`src/rtl/wdg_pkg.sv`:
```
// Package: shared constants and the control word layout of the watchdog.
// Assumes an 8-bit control word with the arm flag in the top bit.
package wdg_pkg;
    localparam int unsigned CNT_W = 7;
    localparam logic [CNT_W-1:0] CNT_RESET = 7'h7F;

    typedef struct packed {
        logic             arm;
        logic [CNT_W-1:0] count;
    } wdg_ctrl_t;
endpackage

```
`src/rtl/wdg_prescaler.sv`:
```
// Module: divides the system clock by PRESCALE and emits one-cycle steps.
// Assumes PRESCALE >= 2. The divider restarts on reset and on a restart request.
module wdg_prescaler #(
    parameter int unsigned PRESCALE = 12288
) (
    input  logic clk,
    input  logic rst_n,
    input  logic restart,
    output logic step
);
    localparam int unsigned PS_W = $clog2(PRESCALE);
    localparam logic [PS_W-1:0] PS_LAST = PS_W'(PRESCALE - 1);

    logic [PS_W-1:0] div_q;

    assign step = (div_q == PS_LAST);

    // Advance the divider, wrapping at the last phase.
    always_ff @(posedge clk) begin
        if (!rst_n || restart) begin
            div_q <= '0;
        end else if (step) begin
            div_q <= '0;
        end else begin
            div_q <= div_q + 1'b1;
        end
    end
endmodule

```
`src/rtl/wdg_countdown.sv`:
```
// Module: holds the arm flag and the 7-bit down-counter.
// Assumes a write has priority over a step. The flag can only be cleared by
// reset or by the trip restart.
module wdg_countdown
    import wdg_pkg::*;
(
    input  logic             clk,
    input  logic             rst_n,
    input  logic             restart,
    input  logic             step,
    input  logic             wr_en,
    input  wdg_ctrl_t        wr_word,
    output wdg_ctrl_t        state
);
    logic             arm_q;
    logic [CNT_W-1:0] cnt_q;

    assign state.arm   = arm_q;
    assign state.count = cnt_q;

    // Arm flag: set-only from software.
    always_ff @(posedge clk) begin
        if (!rst_n || restart) begin
            arm_q <= 1'b0;
        end else if (wr_en && wr_word.arm) begin
            arm_q <= 1'b1;
        end
    end

    // Counter: reload on write, else decrement on a step while armed.
    always_ff @(posedge clk) begin
        if (!rst_n || restart) begin
            cnt_q <= CNT_RESET;
        end else if (wr_en) begin
            cnt_q <= wr_word.count;
        end else if (arm_q && step) begin
            cnt_q <= cnt_q - 1'b1;
        end
    end
endmodule

```
`src/rtl/wdg_trip.sv`:
```
// Module: raises a one-cycle reset request when the armed counter has bit 6 clear.
// Assumes the request itself restarts the rest of the block, so it self-clears.
module wdg_trip
    import wdg_pkg::*;
(
    input  logic      clk,
    input  logic      rst_n,
    input  wdg_ctrl_t state,
    output logic      trip
);
    logic trip_q;

    assign trip = trip_q;

    // Register the expiry condition; never hold it for two cycles.
    always_ff @(posedge clk) begin
        if (!rst_n) begin
            trip_q <= 1'b0;
        end else begin
            trip_q <= state.arm && !state.count[CNT_W-1] && !trip_q;
        end
    end
endmodule

```
`src/rtl/latched_watchdog.sv`:
```
// Module: top of the activate-once watchdog. It ties together the prescaler,
// the counter and the trip logic.
// Assumes a synchronous active-low reset and a single writer of the control word.
module latched_watchdog
    import wdg_pkg::*;
#(
    parameter int unsigned PRESCALE = 12288
) (
    input  logic       clk,
    input  logic       rst_n,
    input  logic       wr_en,
    input  logic [7:0] wr_data,
    output logic       wdg_rst,
    output logic [7:0] rd_data
);
    logic      step;
    logic      trip;
    wdg_ctrl_t state;
    wdg_ctrl_t wr_word;

    assign wr_word = wdg_ctrl_t'(wr_data);

    wdg_prescaler #(.PRESCALE(PRESCALE)) u_prescaler (
        .clk     (clk),
        .rst_n   (rst_n),
        .restart (trip),
        .step    (step)
    );

    wdg_countdown u_countdown (
        .clk     (clk),
        .rst_n   (rst_n),
        .restart (trip),
        .step    (step),
        .wr_en   (wr_en),
        .wr_word (wr_word),
        .state   (state)
    );

    wdg_trip u_trip (
        .clk   (clk),
        .rst_n (rst_n),
        .state (state),
        .trip  (trip)
    );

    assign wdg_rst = trip;
    assign rd_data = state;
endmodule

```
`config.mk`:
```
export PLATFORM = sky130hd
export DESIGN_NAME = latched_watchdog
export DESIGN_NICKNAME = d
export VERILOG_FILES = /design/src/rtl/wdg_pkg.sv /design/src/rtl/wdg_prescaler.sv /design/src/rtl/wdg_countdown.sv /design/src/rtl/wdg_trip.sv /design/src/rtl/latched_watchdog.sv
export SDC_FILE = /design/constraint.sdc
export NUM_CORES = 1
export LEC_CHECK = 0
export BUFFER_PORTS_ARGS = -buffer_cell sky130_fd_sc_hd__clkbuf_2
export CORE_ASPECT_RATIO = 0.75
export CORE_MARGIN = 2
export CORE_UTILIZATION = 53
export CTS_CLUSTER_DIAMETER = 50
export CTS_CLUSTER_SIZE = 20
export DETAILED_ROUTE_END_ITERATION = 8
export MAX_ROUTING_LAYER = met4
export PLACE_DENSITY_LB_ADDON = 0.05
export SKIP_CTS_REPAIR_TIMING = 1
export SYNTH_ARGS = -nofsm -noshare
export SYNTH_HDL_FRONTEND = slang
export SYNTH_SLANG_ARGS = --single-unit
```
`constraint.sdc`:
```
create_clock -name clk -period 1.95 [get_ports clk]
set_input_delay 0.0975 -clock clk [delete_from_list [all_inputs] [get_ports clk]]
set_output_delay 0.0975 -clock clk [all_outputs]
set_load 0.005 [all_outputs]
```
# ---- Yosys cells after proc, flatten, opt, wreduce, memory -nomap -nowiden
# Cells that the tools add are included.
dict set report classes {
  bitwise_logic 0
  addsub 2
  eq_ne 1
  order_cmp 0
  n_reduce_logical 10
  n_div 0
  mul 0
  muxes 2
  shift 0
}
# operator count
set ops {}
lappend ops {{$add 14x1->14 const B} 1}
lappend ops {{$eq 14x14->1 const B} 1}
lappend ops {{$mux 7} 2}
lappend ops {{$sub 7x1->7 const B} 1}
lappend ops {{$logic_and 1x1->1} 4}
lappend ops {{$logic_not 1->1} 3}
lappend ops {{$reduce_bool 2->1} 1}
lappend ops {{$reduce_or 2->1} 1}
lappend ops {{$logic_or 1x1->1} 1}
dict set report totals {
  regBits 23
  ram_bits 0
  romBits 0
  word_cells 19
  in_bits 11
  latchBits 0
  n_memories 0
}

# ---- Depth between registers and ports, before layout
# Gate-level depths: netlist (run 1).
dict set report depth {
  ltp_word 4
  mapped_depth 7
  depth_no_buf 6
}

# ---- Cells and area by module
# A second synthesis (run 1) with hierarchy kept.
dict set report unflattened {
  cells_unflattened 123
  area_unflattened_um2 1123.6
}
# mod n_inst seq_area_each_um2 area_per_inst_um2 cells_each
set modules_own_cells {}
lappend modules_own_cells {wdg_prescaler 1 280.3 643.1 71}
lappend modules_own_cells {wdg_countdown 1 160.2 447.9 50}
lappend modules_own_cells {wdg_trip 1 20.0 32.5 2}

# ---- Worst setup path after synthesis (run 1)
# OpenSTA, ideal clock, no wires.
dict set report synth_path {
  kind {register to register}
  from {register u_prescaler.div_q[0]}
  to {register u_countdown.cnt_q[1]}
  setup_time_ns 0.075
  synth_period_minus_slack_ns 1.563
  setup_slack_ns 0.387
  required_ns 1.875
  path_buffers 0
  path_stages_with_launch 6
  t_arrival_ns 1.488
  path_cell_list {dfxtp_1 > ha_1 > nand4_1 > nor4_2 > mux2_2 > o21ai_0}
}
dict set report synth_via {
  elab_chain_len 3
}
# element line_no
set synth_lines {}
lappend synth_lines {{start: declaration} wdg_prescaler.sv:14} ;# logic [PS_W-1:0] div_q;
lappend synth_lines {{start signal: assignment} wdg_prescaler.sv:25} ;# div_q <= div_q + 1'b1;
lappend synth_lines {{$eq 14x14->1} wdg_prescaler.sv:16} ;# assign step = (div_q == PS_LAST);
lappend synth_lines {{$logic_and 1x1->1} wdg_countdown.sv:36} ;# end else if (arm_q && step) begin
lappend synth_lines {{$reduce_bool 2->1 (no source line)} --}
lappend synth_lines {{end signal: assignment} wdg_countdown.sv:35} ;# cnt_q <= wr_word.count;
lappend synth_lines {{end signal: assignment} wdg_countdown.sv:37} ;# cnt_q <= cnt_q - 1'b1;
lappend synth_lines {{end: declaration} wdg_countdown.sv:16} ;# logic [CNT_W-1:0] cnt_q;
# Every way passes these cells.
# A chain may end at the register's enable or synchronous reset.

# ---- Worst setup path in the final report (run 1)
dict set report layout_path {
  from {register u_prescaler.div_q[0]}
  to {register u_prescaler.div_q[13]}
}
dict set report layout_via {
  elab_chain_len 2
  elab_cells_between_ends 3
  cone_classes {add/sub (1); eq/ne (1); reduce/logical (1)}
}
# element
set layout_lines {}
lappend layout_lines {{parallel branches: the longest is 2 deep, another holds $add 14x1->14}}
# Several ways; the timed one is not identified.

==> flow_metrics.py, run 1 <==
metrics = {
    "grt": {
        "antenna_found_initial": 0,
        "grt_usage": 0.1914,
        "grt_max_degree": 14,
        "grt_pass1_vias": 769,
        "grt-ovfl-total": 0,
        "grt_pass1_wl_um": 3456,
    },
    "drt": {
        "route.met3.wl_um": 100,
        "routedWlPerCell_um": 12.54,
        "drt_iter0_markers": 21,
        "drt_pass1_iterations": 4,
        "vias": 856,
        "drc": 0,
        "ant_nets": 0,
        "via_per_inst": 5.157,
        "totalWireLength_um": 2082,
        "drt-met1-wl_um": 1075,
        "wl_met2_um": 891,
        "topRoutingLayerUsed": "met4",
    },
    "clock_network": {
        "cts_buffer_depth": 2,
        "clock_latency_ps": 310,
        "cts.sinks": 23,
        "htree_levels": 1,
        "cts_buffers": 3,
        "clk_pin_slew_ps": 130,
        "cts_root_buf": "clkbuf_4",
        "cts_tree": "done",
    },
    "logic_synthesis": {
        "syn_inst": 119,
        "yosys.area_share.simple": 0.3037,
        "synth_ff_type": "dfxtp_1",
        "ys_seq_area_frac": 0.4299,
        "synthXorXnorAreaFrac": 0.1472,
        "ys_warn_count": 0,
        "synth_most_common_cell": "dfxtp_1",
        "ys_types": 29,
        "synthesis.area_sq_um": 1071,
        "avgSynthCellArea_sq_um": 9.000,
        "muxShareOfSynthArea": 0.01986,
        "synth-edff-count": 0,
        "synthTopCellsByCount": "dfxtp_1, nor2_1, nand2_1, xnor2_1, xor2_1",
        "synth_fa_ha_area_frac": 0.02336,
        "synth_top_family_by_area": "simple AND/OR/NAND/NOR gates",
        "synth_seq_cells": 23,
        "yosys.area.top_type": "dfxtp_1",
        "syn_nets": 132,
        "ys_async_sr_fraction": 0,
        "synth_compound_area_frac": 0.04439,
        "synth.area.top_cells": "dfxtp_1, xnor2_1, xor2_1",
        "yosysTopAreaCellShare": 0.4299,
    },
    "die": {
        "die_h_um": 42.93,
        "start_util": 0.5459,
        "core_sq_um": 1962,
        "die_x_um": 55.91,
        "die_area_sq_um": 2400,
        "io_pins": 20,
        "rows": 14,
    },
    "critical_path": {
        "crit_arrival_ps": 1950,
        "crit_slowest_cell": "dfxtp_1",
        "path_max_fanout": 12,
        "crit_path_frequent_cell": "nand2_1",
        "slowest_delay_ps": 390,
        "path_buf_inv": 0,
        "cp-end-kind": "flip-flop",
        "critPathLaunchType": "flip-flop",
        "crit_family": "simple AND/OR/NAND/NOR gates",
        "worstSetupPathType": "flip-flop to flip-flop",
        "worstPathCellList": "ha_1, nand3_1, nor4_4, nand2_1, nand2_1, nor2_1",
        "cp_data_required_time_ps": 2150,
    },
    "sta": {
        "finalMaxSlewViolations": 0,
        "tns_ps": 0,
        "fmax_ghz": 0.5717,
        "slew_headroom": 0.7249,
        "min_period_over_period": 0.8970,
        "clock-skew-final_ps": 6.332,
        "rsz0062_at_grt": "false",
        "tightest_slew_ps": 409.6,
        "hold_slack_ps": -1.408,
        "fin_crit_ps": 1749,
        "setup_viol": 0,
        "hold_viol_final": 1,
    },
    "worst_hold_path": {
        "hold_class": "input port to flip-flop",
    },
    "pwr": {
        "pwr-share-seq": 0.635,
        "p_comb_frac": 0.091,
        "p_clk_frac": 0.274,
        "p_sw_uw": 194.3,
        "leakage_nw": 0.4912,
        "ir_worst_vdd_mv": 0.6631,
        "p_int_uw": 599.8,
        "power_uw": 794.1,
        "p_sw_frac": 0.2447,
        "powerDensity_nw_per_um2": 645.7,
    },
    "run": {
        "maxCapViolations": 0,
    },
    "placement": {
        "dp_hpwl_um": 1582,
        "io_buffer_count": 19,
        "routabilityCongestion": 0.8604,
    },
    "cells_and_area": {
        "antenna_cells": 0,
        "syn_to_final_growth_pct": 14.84,
        "nets": 156,
        "drive_gt1_frac": 0.2324,
    },
    "status": {
        "violations": "hold timing",
        "status": "finished with violations",
    },
}
stage by stage:
step	utilization	instances	worst slack (ps)	area (sq um)	hold slack, ps
4_1_cts	0.6218	165	186.6	1220	-2.271
2_1_floorplan	-	119	387.3	1071	223.9
3_5_place_dp	0.6078	161	220.7	1192	321.9
5_1_grt	0.6269	166	62.56	1230	8.762
6_report	0.6269	166	200.9	1230	-1.408
3_3_place_gp	0.6078	161	210.1	1192	313.8
placed cells by master (no fill, tap or decap), types with 2 or more instances in the layout:
master    synthesis  routed
dfxtp_1          23      23
nor2_1           20      20
clkbuf_2          0      19
nand2_1          10      10
xnor2_1           9       9
xor2_1            9       9
nand4_1           6       6
nand3_1           5       5
inv_1             4       4
a21oi_1           4       4
nor3_1            3       3
o211ai_1          3       3
clkbuf_4          0       3
nor2b_1           2       2
and3_1            2       2
nor4_2            2       2
ha_1              2       2
buf_4             2       2
routing by layer:
metal  vias up  global-route usage
met2        15              0.2905
met1       389              0.2510
met3         2             0.06402
met4         0             0.04286
li1        450                   -
met5         -                   -
worst min-delay path: stages:
cell      delay, ps
clkbuf_2         80
mux2i_1          50
nand2_1          60
path summary, 6_finish.rpt:
check,slack (ps),depth (start not counted),startpoint,to
worst min-delay path,-1,3,wr_data[0],u_countdown.cnt_q[0]
worst max-delay path,200,6,u_prescaler.div_q[0],u_prescaler.div_q[13]
worst max register to register,200,6,u_prescaler.div_q[0],u_prescaler.div_q[13]
worst min register to register,470,1,u_prescaler.div_q[0],u_prescaler.div_q[0]
sequential cells by signal (all words and copies together), names as in the netlist:
signal,cells
u_prescaler.div_q,14
u_countdown.arm_q,1
u_countdown.cnt_q,7
u_trip.trip,1
area by class of cell:
class	instances	area, sq um
inverters	4	15.01
well taps	24	30.03
clock buffers	3	22.52
fillers	182	732.0
repair buffers	22	120.1
flip-flops and latches	23	460.4
multi-input cells	89	576.8
clock inverters	1	5.005
logic make-up (layout without fill, tap and decap cells):
kind of cell / after synthesis / after routing
DFF: 23 / 23
AOI/OAI and AO/OA: 8 / 8
adders and majority gates: 2 / 2
and+or+nand+nor: 59 / 59
xor gates and xnor gates: 18 / 18
buffers and inverters: 7 / 30
muxes: 2 / 2
power by group through the flow:
stage | Sequential, mW | Clock, mW | Combinational, mW
2_1_floorplan | 0.512 | 0 | 0.0416
3_3_place_gp | 0.514 | 0 | 0.0687
3_5_place_dp | 0.515 | 0 | 0.0705
4_1_cts | 0.504 | 0.227 | 0.0711
5_1_grt | 0.507 | 0.250 | 0.0805
6_report | 0.504 | 0.217 | 0.0724
Note: power is estimated with default switching activity, not from simulation.
==> run 2, diff against run 1 <==
--- a/config.mk
+++ b/config.mk
@@ -8,12 +8,13 @@
 export BUFFER_PORTS_ARGS = -buffer_cell sky130_fd_sc_hd__clkbuf_2
 export CORE_ASPECT_RATIO = 0.75
 export CORE_MARGIN = 2
-export CORE_UTILIZATION = 53
+export CORE_UTILIZATION = 41
 export CTS_CLUSTER_DIAMETER = 50
 export CTS_CLUSTER_SIZE = 20
 export DETAILED_ROUTE_END_ITERATION = 8
 export MAX_ROUTING_LAYER = met4
 export PLACE_DENSITY_LB_ADDON = 0.05
+export SETUP_SLACK_MARGIN = 0.5
 export SKIP_CTS_REPAIR_TIMING = 1
 export SYNTH_ARGS = -nofsm -noshare
 export SYNTH_HDL_FRONTEND = slang
==> run 2 against run 1 <==
  * The flow still finishes with violations (hold timing)
  * Cell area increased by 12%
  * Global-route usage decreased by 3.2 points
  * Routed wire length increased by 7.5%
  * Hold slack got worse by 0.87 ps
  * Sequential share of layout area decreased by 2.9 points
  * Worst setup slack improved by 120 ps
  * Clock-buffer cell count unchanged
  * Combinational power increased by 21%
  * Clock power increased by 3%
  * Final cell count increased by 9.6%
  * Core utilization decreased by 8.7 points
  * Power increased by 3.2%
  * Largest power group unchanged
==> flow_metrics.py, run 2 (synthesis results as in run 1) <==
metrics = {
    "status": {
        "status": "finished with violations",
        "violations": "hold timing",
    },
    "critical_path": {
        "crit-reg2reg-launch": "u_prescaler.div_q[0]",
        "path_max_fanout": 6,
        "cp-end-kind": "flip-flop",
        "startpoint": "u_prescaler.div_q[0]",
        "critPathLaunchType": "flip-flop",
        "cp_data_required_time_ps": 2200,
        "worstSetupPathType": "flip-flop to flip-flop",
        "crit_arrival_ps": 1890,
    },
    "sta": {
        "fin_crit_ps": 1630,
        "slew_headroom": 0.7407,
        "tns_ps": 0,
        "min_period_over_period": 0.8361,
        "tightest_slew_ps": 385.7,
        "hold_viol_final": 1,
        "fmax_ghz": 0.6133,
        "rsz0062_at_grt": "true",
        "setup_viol": 0,
        "clock-skew-final_ps": 1.848,
        "finalMaxSlewViolations": 0,
        "hold_slack_ps": -2.279,
    },
    "clock_network": {
        "cts_tree": "done",
        "cts.sinks": 23,
        "cts_buffer_depth": 2,
        "cts_root_buf": "clkbuf_4",
        "clock_latency_ps": 320,
        "clk_pin_slew_ps": 130,
        "cts_buffers": 3,
        "htree_levels": 1,
    },
    "drt": {
        "drc": 0,
        "drt_pass1_iterations": 4,
        "drt_iter0_markers": 9,
        "routedWlPerCell_um": 12.30,
        "ant_nets": 0,
        "totalWireLength_um": 2238,
        "vias": 893,
        "via_per_inst": 4.907,
    },
    "placement": {
        "routabilityCongestion": 0.8179,
        "io_buffer_count": 19,
        "dp_hpwl_um": 1662,
        "dpl.cell_count": 172,
    },
    "die": {
        "core_sq_um": 2542,
        "die_x_um": 63.02,
        "die_h_um": 48.27,
        "die_area_sq_um": 3041,
        "rows": 16,
        "io_pins": 20,
        "start_util": 0.4213,
    },
    "run": {
        "maxCapViolations": 0,
    },
    "grt": {
        "grt_usage": 0.1592,
        "antenna_found_initial": 0,
        "grt_pass1_vias": 748,
        "grt-ovfl-total": 0,
        "grt_max_degree": 14,
        "grt_pass1_wl_um": 3436,
    },
    "cells_and_area": {
        "final-seq-area_sq_um": 474.2,
        "nFillCells": 261,
        "largest_reg_flops": 14,
        "reg.largest.list": "u_prescaler.div_q (14), u_countdown.cnt_q (7)",
        "final_cell_mix": "clkbuf_2, nor2_1, dfxtp_1",
        "multiInputGateArea_sq_um": 663.1,
        "antenna_cells": 0,
        "final_common_cell": "clkbuf_2",
        "stdcell_count": 182,
        "nets": 160,
        "drive_gt1_frac": 0.3630,
        "largest_register": "u_prescaler.div_q",
        "syn_to_final_growth_pct": 28.15,
    },
    "pwr": {
        "powerDensity_nw_per_um2": 597.1,
        "ir_worst_vdd_mv": 0.2752,
        "leakage_nw": 0.5461,
    },
    "worst_hold_path": {
        "hold_class": "input port to flip-flop",
        "hp-start": "wr_data[1]",
    },
}
run 2: cell types whose count changed in the layout (fill, tap and decap cells not counted), moves of 2 or more:
cell and delta:
nand2_4 +2, nor2_1 -3, dfxtp_1 -9, nor2_2 +3, dfxtp_2 +8, nand2_1 -2
dlygate4sd3_1 +2, nand3_1 -2
run 2: worst max-delay path, stage by stage, from the launching register on:
cell and delay (ps):
dfxtp_4 390, ha_4 170, nand3_4 90, nor4_4 400
nand4_1 200, xor2_1 180, o211ai_1 140
run 2: final cells by class:
type	instances	share of cell area
clock buffer	3	0.01641
clock inverter	1	0.003646
inverter	4	0.01094
multi-input combinational	90	0.4831
sequential	23	0.3455
tap	36	0.03282
timing repair buffer	25	0.1076
run 2: path summary, 6_finish.rpt:
| kind | depth (start not counted) | slack [ps] | to |
|---|---|---|---|
| setup / recovery | 6 | 320 | u_countdown.cnt_q[6] |
| hold / removal | 3 | -2 | u_countdown.cnt_q[1] |
| setup reg to reg | 6 | 320 | u_countdown.cnt_q[6] |
| hold reg to reg | 1 | 450 | u_prescaler.div_q[0] |
run 2: per-stage QoR:
| stage | cell area, sq um | utilization | hold WS, ps | power (mW) | worst slack (ps) |
|---|---|---|---|---|---|
| finish | 1373 | 0.5399 | -2.279 | 0.8196 | 319.5 |
| global placement | 1209 | 0.4754 | 311.5 | 0.5845 | 276.6 |
| detailed placement | 1209 | 0.4754 | 329.1 | 0.5857 | 224.7 |
| floorplan | 1080 | - | 223.9 | 0.5537 | 508.4 |
| global route | 1373 | 0.5399 | 10.33 | 0.8707 | 232.8 |
| CTS | 1236 | 0.4862 | -7.664 | 0.8082 | 202.7 |
run 2: layer usage:
| metal | global-route usage | vias up | share of wire | routed length, um |
|---|---|---|---|---|
| met4 | 0.05333 | 0 | 0.0054 | 12 |
| li1 | - | 461 | - | - |
| met5 | - | - | 0 | 0 |
| met2 | 0.2213 | 14 | 0.44 | 976 |
| met1 | 0.2153 | 416 | 0.52 | 1165 |
| met3 | 0.05543 | 2 | 0.037 | 83 |
run 2: report_power, final:
group	internal, mW	switching, mW	total, mW
Combinational	0.0472	0.0407	0.0879
Sequential	0.488	0.0198	0.507
Clock	0.0769	0.147	0.224
